`config.mk`:
```
export PLATFORM = sky130hd
export DESIGN_NAME = slp_clk_ctrl
export DESIGN_NICKNAME = d
export VERILOG_FILES = /design/src/rtl/slp_pkg.sv /design/src/rtl/slp_mode_decode.sv /design/src/rtl/slp_seq.sv /design/src/rtl/slp_pr_gate.sv /design/src/rtl/slp_clk_ctrl.sv
export SDC_FILE = /design/constraint.sdc
export NUM_CORES = 1
export LEC_CHECK = 0
export BUFFER_PORTS_ARGS = -buffer_cell sky130_fd_sc_hd__clkbuf_2
export CAP_MARGIN = 40
export CORE_MARGIN = 2
export CORE_UTILIZATION = 34
export CTS_CLUSTER_DIAMETER = 120
export DETAILED_ROUTE_END_ITERATION = 8
export GPL_ROUTABILITY_DRIVEN = 0
export GPL_TIMING_DRIVEN = 0
export PLACE_DENSITY = 0.87
export SYNTH_ARGS = -nofsm -noshare
export SYNTH_HDL_FRONTEND = slang
export SYNTH_SLANG_ARGS = --single-unit
```
`constraint.sdc`:
```
create_clock -name clk -period 1.5 [get_ports clk]
set_input_delay 0.15 -clock clk [delete_from_list [all_inputs] [get_ports clk]]
set_output_delay 0.15 -clock clk [all_outputs]
set_load 0.02 [all_outputs]
```
`src/rtl/slp_pkg.sv`:
```
package slp_pkg;

    typedef enum logic [1:0] {
        ST_ACTIVE = 2'd0,
        ST_SLEEP  = 2'd1,
        ST_WAKE   = 2'd2
    } slp_state_e;

    // Gating and wake policy of one sleep depth
    typedef struct packed {
        logic per;     // peripheral clock kept
        logic osc;     // oscillators kept
        logic rtc_run; // counter may run if switched on
        logic wk_any;  // any enabled interrupt wakes
        logic wk_twi;  // two-wire interrupt wakes
        logic wk_pin;  // masked pin interrupt wakes
        logic wk_rtc;  // counter interrupt wakes
    } slp_policy_t;

    localparam logic [2:0] MODE_IDLE  = 3'b000;
    localparam logic [2:0] MODE_PDOWN = 3'b010;
    localparam logic [2:0] MODE_PSAVE = 3'b011;
    localparam logic [2:0] MODE_STBY  = 3'b110;
    localparam logic [2:0] MODE_XSTBY = 3'b111;

endpackage

```
`src/rtl/slp_mode_decode.sv`:
```
module slp_mode_decode
    import slp_pkg::*;
(
    input  logic [2:0]  mode_sel,
    output slp_policy_t policy
);
    always_comb begin
        // deep-sleep baseline, then relax per mode
        policy = '{per: 1'b0, osc: 1'b0, rtc_run: 1'b0, wk_any: 1'b0,
                   wk_twi: 1'b1, wk_pin: 1'b1, wk_rtc: 1'b0};
        unique case (mode_sel)
            MODE_PDOWN: ;
            MODE_PSAVE: begin
                policy.rtc_run = 1'b1;
                policy.wk_rtc  = 1'b1;
            end
            MODE_STBY: policy.osc = 1'b1;
            MODE_XSTBY: begin
                policy.osc     = 1'b1;
                policy.rtc_run = 1'b1;
                policy.wk_rtc  = 1'b1;
            end
            default: begin // idle and unused codes
                policy.per     = 1'b1;
                policy.osc     = 1'b1;
                policy.rtc_run = 1'b1;
                policy.wk_any  = 1'b1;
                policy.wk_rtc  = 1'b1;
            end
        endcase
    end
endmodule

```
`src/rtl/slp_seq.sv`:
```
module slp_seq
    import slp_pkg::*;
(
    input  logic        clk,
    input  logic        rst_n,
    input  logic        sleep_en,
    input  logic        sleep_req,
    input  slp_policy_t policy_in,
    input  logic        irq_any,
    input  logic        irq_twi,
    input  logic        pin_wake,
    input  logic        irq_rtc,
    input  logic        rtc_enabled,
    output logic        cpu_clk_en,
    output logic        per_clk_en,
    output logic        osc_keep,
    output logic        rtc_clk_en,
    output logic        irq_svc,
    output logic        asleep
);
    typedef struct packed {
        slp_state_e  state;
        slp_policy_t pol;
        logic        cpu;
        logic        per;
        logic        osc;
        logic        rtc;
        logic        svc;
    } seq_regs_t;

    seq_regs_t r_d, r_q;
    logic      wake_hit;

    always_comb begin
        wake_hit = (r_q.pol.wk_any & irq_any)
                 | (r_q.pol.wk_twi & irq_twi)
                 | (r_q.pol.wk_pin & pin_wake)
                 | (r_q.pol.wk_rtc & irq_rtc & rtc_enabled);
        r_d     = r_q;
        r_d.svc = 1'b0;
        unique case (r_q.state)
            ST_ACTIVE: begin
                r_d.cpu = 1'b1;
                r_d.per = 1'b1;
                r_d.osc = 1'b1;
                r_d.rtc = rtc_enabled;
                if (sleep_req && sleep_en) begin
                    r_d.state = ST_SLEEP;
                    r_d.pol   = policy_in;
                    r_d.cpu   = 1'b0;
                    r_d.per   = policy_in.per;
                    r_d.osc   = policy_in.osc;
                    r_d.rtc   = policy_in.rtc_run & rtc_enabled;
                end
            end
            ST_SLEEP: begin
                r_d.rtc = r_q.pol.rtc_run & rtc_enabled;
                if (wake_hit) begin
                    r_d.state = ST_WAKE;
                    r_d.per   = 1'b1;
                    r_d.osc   = 1'b1;
                    r_d.rtc   = rtc_enabled;
                end
            end
            default: begin // ST_WAKE: processor clock one cycle after peripherals
                r_d.state = ST_ACTIVE;
                r_d.cpu   = 1'b1;
                r_d.svc   = 1'b1;
                r_d.rtc   = rtc_enabled;
            end
        endcase
    end

    always_ff @(posedge clk or negedge rst_n) begin
        if (!rst_n) begin
            r_q <= '{state: ST_ACTIVE, pol: '0, cpu: 1'b1, per: 1'b1,
                     osc: 1'b1, rtc: 1'b0, svc: 1'b0};
        end else begin
            r_q <= r_d;
        end
    end

    assign cpu_clk_en = r_q.cpu;
    assign per_clk_en = r_q.per;
    assign osc_keep   = r_q.osc;
    assign rtc_clk_en = r_q.rtc;
    assign irq_svc    = r_q.svc;
    assign asleep     = (r_q.state == ST_SLEEP);

    assert_cpu_needs_per_R8: assert property (@(posedge clk) disable iff (!rst_n)
        cpu_clk_en |-> per_clk_en);
    assert_cpu_after_per_R8: assert property (@(posedge clk) disable iff (!rst_n)
        $rose(cpu_clk_en) |-> $past(per_clk_en));
    assert_svc_after_wake_R8: assert property (@(posedge clk) disable iff (!rst_n)
        irq_svc |-> $past(r_q.state == ST_WAKE));
    assert_no_sleep_disabled_R2: assert property (@(posedge clk) disable iff (!rst_n)
        (r_q.state == ST_ACTIVE && sleep_req && !sleep_en) |=> cpu_clk_en);
    assert_rtc_needs_enable_R5: assert property (@(posedge clk) disable iff (!rst_n)
        $rose(rtc_clk_en) |-> $past(rtc_enabled));
endmodule

```
`src/rtl/slp_pr_gate.sv`:
```
module slp_pr_gate #(
    parameter int N_PERIPH = 8
) (
    input  logic                clk,
    input  logic                rst_n,
    input  logic                per_clk_en,
    input  logic [N_PERIPH-1:0] pr_mask,
    input  logic [N_PERIPH-1:0] periph_req,
    output logic [N_PERIPH-1:0] periph_clk_en,
    output logic [N_PERIPH-1:0] periph_acc_ok
);
    for (genvar i = 0; i < N_PERIPH; i++) begin : g_per
        assign periph_clk_en[i] = per_clk_en & ~pr_mask[i];
        assign periph_acc_ok[i] = periph_req[i] & periph_clk_en[i];

        assert_no_access_stopped_R9: assert property (@(posedge clk) disable iff (!rst_n)
            pr_mask[i] |-> !periph_acc_ok[i]);
    end
endmodule

```
`src/rtl/slp_clk_ctrl.sv`:
```
module slp_clk_ctrl
    import slp_pkg::*;
#(
    parameter int N_PERIPH    = 8,
    parameter int N_WAKE_PINS = 4
) (
    input  logic                   clk,
    input  logic                   rst_n,
    input  logic [2:0]             mode_sel,
    input  logic                   sleep_en,
    input  logic                   sleep_req,
    input  logic                   irq_any,
    input  logic                   irq_twi,
    input  logic [N_WAKE_PINS-1:0] irq_pin,
    input  logic [N_WAKE_PINS-1:0] wk_pin_mask,
    input  logic                   irq_rtc,
    input  logic                   rtc_enabled,
    input  logic [N_PERIPH-1:0]    pr_mask,
    input  logic [N_PERIPH-1:0]    periph_req,
    output logic                   cpu_clk_en,
    output logic                   per_clk_en,
    output logic                   osc_keep,
    output logic                   rtc_clk_en,
    output logic [N_WAKE_PINS-1:0] inbuf_en,
    output logic [N_PERIPH-1:0]    periph_clk_en,
    output logic [N_PERIPH-1:0]    periph_acc_ok,
    output logic                   irq_svc,
    output logic                   asleep
);
    slp_policy_t policy;
    logic        pin_wake;

    assign pin_wake = |(irq_pin & wk_pin_mask);

    slp_mode_decode i_decode (
        .mode_sel (mode_sel),
        .policy   (policy)
    );

    slp_seq i_seq (
        .clk         (clk),
        .rst_n       (rst_n),
        .sleep_en    (sleep_en),
        .sleep_req   (sleep_req),
        .policy_in   (policy),
        .irq_any     (irq_any),
        .irq_twi     (irq_twi),
        .pin_wake    (pin_wake),
        .irq_rtc     (irq_rtc),
        .rtc_enabled (rtc_enabled),
        .cpu_clk_en  (cpu_clk_en),
        .per_clk_en  (per_clk_en),
        .osc_keep    (osc_keep),
        .rtc_clk_en  (rtc_clk_en),
        .irq_svc     (irq_svc),
        .asleep      (asleep)
    );

    slp_pr_gate #(.N_PERIPH(N_PERIPH)) i_gate (
        .clk           (clk),
        .rst_n         (rst_n),
        .per_clk_en    (per_clk_en),
        .pr_mask       (pr_mask),
        .periph_req    (periph_req),
        .periph_clk_en (periph_clk_en),
        .periph_acc_ok (periph_acc_ok)
    );

    for (genvar j = 0; j < N_WAKE_PINS; j++) begin : g_buf
        assign inbuf_en[j] = per_clk_en | wk_pin_mask[j];

        assert_buf_off_unmasked_R10: assert property (@(posedge clk) disable iff (!rst_n)
            (!per_clk_en && !wk_pin_mask[j]) |-> !inbuf_en[j]);
    end

    assert_no_cpu_asleep_R3: assert property (@(posedge clk) disable iff (!rst_n)
        asleep |-> !cpu_clk_en);
endmodule

```
==> flow_metrics.py, run 1 <==
metrics = {
    "outcome": {
        "outcome": "complete, but fails checks",
        "violations": "setup timing",
    },
    "power": {
        "ir_worst_vdd_mv": 0.537,
        "netSwitchingFraction_pct": 32.3,
        "comb_power_share_pct": 40.6,
        "p_leak_nw": 0.644,
        "powerDensity_nw_per_um2": 834,
        "power_w": 0.000965,
        "p_int_w": 0.000653,
        "clockPowerShare_pct": 24.9,
        "switchingPower_w": 0.000312,
        "seqPwrFrac_pct": 34.5,
    },
    "sta": {
        "maxSlewViolCount": 0,
        "period_needed_ns": 1.52,
        "setup_tns_ns": -0.0480,
        "finClkSkew_ns": 0.00529,
        "tightest_slew_ns": 0.287,
        "rsz0062_at_grt": "yes",
        "slew_headroom_pct": 80.7,
        "setup_viol": 4,
        "hold_viol_final": 0,
        "period_share_pct": 101,
        "fin_ws_ns": -0.0204,
        "timing.fmax_mhz": 658,
    },
    "place": {
        "io_buffers": 60,
        "dp.final_hpwl_um": 1410,
        "placed_cell_area_um2": 923,
        "dp_cells": 138,
    },
    "route": {
        "ant_nets": 0,
        "wirelength_um": 2010,
        "drt_iter0_drc": 10,
        "via_count": 732,
        "vias_per_cell": 5.01,
        "drtPass1Iterations": 4,
        "detail_route.wl_per_cell_um": 13.8,
        "drc_errors": 0,
    },
    "global_routing": {
        "grt_antenna_before_repair": 0,
        "grt_most_used_layer": "met2",
        "grt_pass1_wl_um": 2750,
        "grt_usage_pct": 18.6,
        "overflow": 0,
        "grt_max_degree": 11,
        "use_met2_pct": 36.9,
        "grt_pass1_vias": 701,
        "met1_usage_pct": 18.0,
        "gr-usage-met3_pct": 1.98,
    },
    "floorplan": {
        "dieArea_um2": 2080,
        "fp-row-count": 15,
        "die_h_um": 45.6,
        "ios": 61,
        "start_util_pct": 35.3,
        "die_x_um": 45.6,
        "core_um2": 1670,
    },
    "clock_network": {
        "numCtsBuffers": 3,
        "clk_path_buf_depth": 2,
        "clkSinkCount": 10,
        "insertion_delay_ns": 0.26,
        "clk_pin_slew_worst_paths_ns": 0.06,
        "cts_tree": "built",
        "cts-root-buf": "clkbuf_4",
        "htree_levels": 1,
    },
    "critical_path": {
        "critPathMaxStageDelay_ns": 0.57,
        "slowest_stage": "dfstp_2",
        "crit_chain": "buf_8 > nor2b_4 > and2_4 > buf_8",
        "cpMostUsedCell": "buf_8",
        "arrival_ns": 1.37,
        "crit_type": "reg -> out",
        "end_kind": "primary output",
        "worstPathRequired_ns": 1.35,
        "crit_path_start_kind": "register",
        "worstPathMaxFanout": 7,
    },
    "cells_and_area": {
        "area_growth_pct": 96.2,
        "seqCellArea_um2": 254,
        "instances_no_fill": 146,
        "nNetsFinal": 165,
        "final_area_um2": 1160,
        "post-route-util_pct": 69.2,
        "final_layout_size_suffix_gt1_share_pct": 69.8,
        "multiInputGateArea_um2": 395,
        "fillerInstances": 132,
        "antenna_cells": 0,
    },
    "yosys": {
        "ys_seq_elements": 10,
        "synth_top_area_share_pct": 29.7,
        "async_reset_ff_share_pct": 100,
        "synth_area_leaders": "dfrtp_1 (30%), dfstp_2 (13%), and2_1 (8.5%), nor2b_1 (8.5%), nand4bb_4 (4.7%)",
        "synth_flop_cell": "dfrtp_1",
        "avgSynthCellArea_um2": 9.66,
        "synth_fp_nets": 96,
        "synth_top_cell_by_area": "dfrtp_1",
        "postSynthCellCount": 61,
        "yosys-top-cells-count": "and2_1 (8), nor2b_1 (8), dfrtp_1 (7), or2_2 (4)",
        "syn_area_um2": 589,
        "yosysWarnings": 0,
        "seq_area_frac_synth_pct": 43.1,
        "synth_edf_count": 0,
        "synthDistinctLibCells": 28,
    },
    "min_path": {
        "hold_class": "in -> reg",
    },
    "run": {
        "drv_cap": 0,
    },
}
## final timing paths
check	startpoint	to	slack, ns	cells past startpoint
max	i_seq.per_clk_en	periph_acc_ok[2]	-0.02	4
max reg2reg	i_seq.r_q[12]	i_seq.rtc_clk_en	0.12	3
min in group asynchronous	rst_n	i_seq.rtc_clk_en	0.28	2
min	mode_sel[1]	i_seq.r_q[11]	0.13	2
min reg2reg	i_seq.r_q[7]	i_seq.r_q[7]	0.50	1
max in group asynchronous	rst_n	i_seq.per_clk_en	0.95	2
## flip-flops by register name, summed over array words and instances, names as in the netlist
name / cells
i_seq.r_q: 5
i_seq.per_clk_en: 1
i_seq.irq_svc: 1
i_seq.osc_keep: 1
i_seq.rtc_clk_en: 1
i_seq.cpu_clk_en: 1
## layout make-up
type / count / area share (%)
repair buffers: 64 / 36.6
plain buffers: 2 / 1.62
clock buffers: 4 / 3.14
flip-flops and latches: 10 / 22.0
multi-input cells: 47 / 34.2
well taps: 17 / 1.84
inverters: 2 / 0.649
## per-layer routing
layer,vias up,wire [um]
met3,6,147
li1,352,-
met5,-,0
met4,0,48
met1,333,698
met2,41,1120
## critical path, delay by kind of cell, from the launching register on
| family | cells | cell delay, ns |
|---|---|---|
| DFF | 1 | 0.57 |
| and+or+nand+nor | 2 | 0.30 |
| buffers and inverters | 2 | 0.23 |
## power groups by stage
stage / Sequential, W / Clock, W / Combinational (W)
finish: 0.000333 / 0.000240 / 0.000392
global route: 0.000337 / 0.000256 / 0.000421
CTS: 0.000331 / 0.000246 / 0.000359
detailed placement: 0.000336 / 0 / 0.000296
global placement: 0.000333 / 0 / 0.000288
floorplan: 0.000346 / 0 / 0.000157
## stage by stage
stage | worst slack (ns) | hold slack, ns
floorplan | -0.0250 | -0.146
global placement | 0.0259 | 0.0181
detailed placement | -0.00618 | 0.0279
CTS | -0.0174 | 0.137
global route | -0.0867 | 0.138
finish | -0.0204 | 0.134
## placed cells by master (no fill, tap or decap), types with 3 or more instances in the layout
master and count:
and2_4 7, buf_4 3, buf_6 5, buf_8 6, clkbuf_2 49, clkbuf_4 3
dfrtp_1 7, dfstp_2 3, nor2_1 3, nor2b_4 7, o21ai_0 3
## kinds of logic after synthesis
| kind of cell | count (synthesis) | share of synthesized area [%] |
|---|---|---|
| compound gates | 14 | 15.7 |
| simple gates | 32 | 36.9 |
| mux | 1 | 1.70 |
| buf+inv | 4 | 2.55 |
| flops | 10 | 43.1 |
## timing repair
item	CTS	global route
setup buffers	3	0
endpoints found under the hold margin	10	0
pin swaps	5	3
gates resized for setup	30	24
gates cloned	0	0
endpoints found under the setup margin	14	11
hold buffers	1	0
Note: power is estimated with default switching activity, not from simulation.
==> run 2, diff against run 1 <==
--- a/config.mk
+++ b/config.mk
@@ -5,10 +5,11 @@
 export SDC_FILE = /design/constraint.sdc
 export NUM_CORES = 1
 export LEC_CHECK = 0
-export BUFFER_PORTS_ARGS = -buffer_cell sky130_fd_sc_hd__clkbuf_2
+export BUFFER_PORTS_ARGS = -buffer_cell sky130_fd_sc_hd__buf_2
 export CAP_MARGIN = 40
 export CORE_MARGIN = 2
 export CORE_UTILIZATION = 34
+export CTS_BUF_LIST = sky130_fd_sc_hd__clkbuf_8 sky130_fd_sc_hd__clkbuf_16
 export CTS_CLUSTER_DIAMETER = 120
 export DETAILED_ROUTE_END_ITERATION = 8
 export GPL_ROUTABILITY_DRIVEN = 0
==> flow_metrics.py, run 2 (synthesized netlist as in run 1, its figures left out) <==
metrics = {
    "outcome": {
        "outcome": "completed",
    },
    "power": {
        "p_int_w": 0.000636,
        "switchingPower_w": 0.000300,
        "ir_worst_vdd_mv": 0.657,
        "clockPowerShare_pct": 30.5,
        "seqPwrFrac_pct": 35.4,
        "comb_power_share_pct": 34.1,
        "p_leak_nw": 0.544,
        "powerDensity_nw_per_um2": 912,
        "netSwitchingFraction_pct": 32.0,
    },
    "global_routing": {
        "grt_usage_pct": 16.3,
        "grt_max_degree": 11,
        "overflow": 0,
        "grt_pass1_wl_um": 2420,
        "grt_pass1_vias": 626,
        "grt_antenna_before_repair": 0,
    },
    "cells_and_area": {
        "antenna_cells": 0,
        "top_register": "i_seq.r_q",
        "final_layout_size_suffix_gt1_share_pct": 62.2,
        "area_growth_pct": 74.1,
        "largest_reg_flops": 5,
        "layout_common_cells": "buf_2 (53), and2_1 (7), dfrtp_1 (7), buf_4 (7)",
        "post-route-util_pct": 61.4,
        "nNetsFinal": 163,
        "final_common_cell": "buf_2",
    },
    "place": {
        "io_buffers": 60,
        "pre_cts_ws_ns": -0.000455,
    },
    "sta": {
        "whs_ns": 0.159,
        "fin_ws_ns": 0.0407,
        "finClkSkew_ns": 0.00780,
        "rsz0062_at_grt": "yes",
        "maxSlewViolCount": 0,
        "hold_viol_final": 0,
        "tightest_slew_ns": 0.310,
        "timing.fmax_mhz": 685,
        "period_needed_ns": 1.46,
        "setup_viol": 0,
        "period_share_pct": 97.3,
        "slew_headroom_pct": 79.1,
        "setup_tns_ns": 0,
    },
    "clock_network": {
        "clk_path_buf_depth": 2,
        "cts_tree": "built",
        "numCtsBuffers": 3,
        "htree_levels": 1,
        "insertion_delay_ns": 0.24,
        "cts-root-buf": "clkbuf_8",
        "clk_pin_slew_worst_paths_ns": 0.05,
        "clkSinkCount": 10,
    },
    "route": {
        "drtPass1Iterations": 4,
        "wirelength_um": 1670,
        "vias_per_cell": 4.76,
        "detail_route.wl_per_cell_um": 11.6,
        "via_count": 686,
        "drc_errors": 0,
        "drt_iter0_drc": 6,
        "ant_nets": 0,
    },
    "critical_path": {
        "arrival_ns": 1.31,
        "worstPathRequired_ns": 1.35,
        "critPathMaxStageDelay_ns": 0.55,
        "slowest_stage": "dfstp_2",
        "crit_family": "flip-flops",
        "end_kind": "primary output",
        "cpMostUsedCell": "buf_4",
        "crit_type": "reg -> out",
        "path_buf_inv": 2,
        "worstPathMaxFanout": 3,
        "crit_path_start_kind": "register",
        "crit_chain": "buf_4 > nor2b_1 > and2_1 > buf_4",
    },
    "floorplan": {
        "ios": 61,
        "core_um2": 1670,
        "die_x_um": 45.6,
        "fp-row-count": 15,
        "die_h_um": 45.6,
        "dieArea_um2": 2080,
        "start_util_pct": 35.3,
    },
    "run": {
        "drv_cap": 0,
    },
    "min_path": {
        "hold_class": "in -> reg",
    },
}
-- run 2: changes by cell type in the layout (fill, tap and decap cells not counted), moves of 3 or more --
| cell | delta |
|---|---|
| buf_2 | +53 |
| clkbuf_2 | -49 |
| and2_1 | +6 |
| and2_4 | -6 |
| nor2b_4 | -6 |
| buf_8 | -5 |
| buf_4 | +4 |
| buf_6 | -4 |
| nor2b_2 | +4 |
| clkbuf_4 | -3 |
-- run 2: repair_timing --
item                                    CTS  global route
gates cloned                              0             0
setup buffers                             1             0
gates resized for setup                   4            10
endpoints found under the hold margin     7             0
pin swaps                                 0             0
hold buffers                              1             0
endpoints found under the setup margin   14             7
-- run 2: path summary, 6_finish.rpt --
check	to	cells past startpoint	slack, ns	startpoint
worst max-delay path	periph_acc_ok[7]	4	0.04	i_seq.per_clk_en
max in group asynchronous	i_seq.osc_keep	2	0.92	rst_n
worst max register to register	i_seq.rtc_clk_en	3	0.17	i_seq.r_q[12]
worst min-delay path	i_seq.rtc_clk_en	2	0.16	rtc_enabled
worst min register to register	i_seq.r_q[7]	1	0.50	i_seq.r_q[7]
min in group asynchronous	i_seq.irq_svc	2	0.31	rst_n
-- run 2: stage by stage --
| stage | cells | cell area (um^2) | total power [W] |
|---|---|---|---|
| after floorplan | 61 | 602 | 0.000502 |
| after global placement | 138 | 923 | 0.000620 |
| after detailed placement | 138 | 923 | 0.000628 |
| after CTS | 144 | 998 | 0.000918 |
| after global routing | 144 | 1030 | 0.000984 |
| final | 144 | 1030 | 0.000936 |
-- run 2: cell type report --
type / instances / area, um^2
multi-input cells: 47 / 340
well taps: 17 / 21.3
clock buffers: 3 / 41.3
clock inverters: 1 / 3.75
fillers: 141 / 644
inverters: 2 / 7.51
flip-flops and latches: 10 / 254
repair buffers: 62 / 339
plain buffers: 2 / 18.8
-- run 2: worst register-to-register path: cells and delay by family (launching register included) --
family	cells	cell delay, ns
simple gates	2	0.68
flops	1	0.40
compound gates	1	0.14
-- run 2: per-layer routing --
metal	track usage [%]	up-vias	share of wire, %
li1	-	347	-
met4	8.24	0	0
met3	2.38	0	8.7
met2	30.4	38	51
met5	0	-	0
met1	17.4	301	40
-- run 2: power groups by stage --
stage | combinational, W | clock [W] | sequential, W
2_1_floorplan | 0.000157 | 0 | 0.000346
3_3_place_gp | 0.000288 | 0 | 0.000332
3_5_place_dp | 0.000294 | 0 | 0.000335
4_1_cts | 0.000307 | 0.000281 | 0.000330
5_1_grt | 0.000347 | 0.000299 | 0.000338
6_report | 0.000319 | 0.000286 | 0.000331
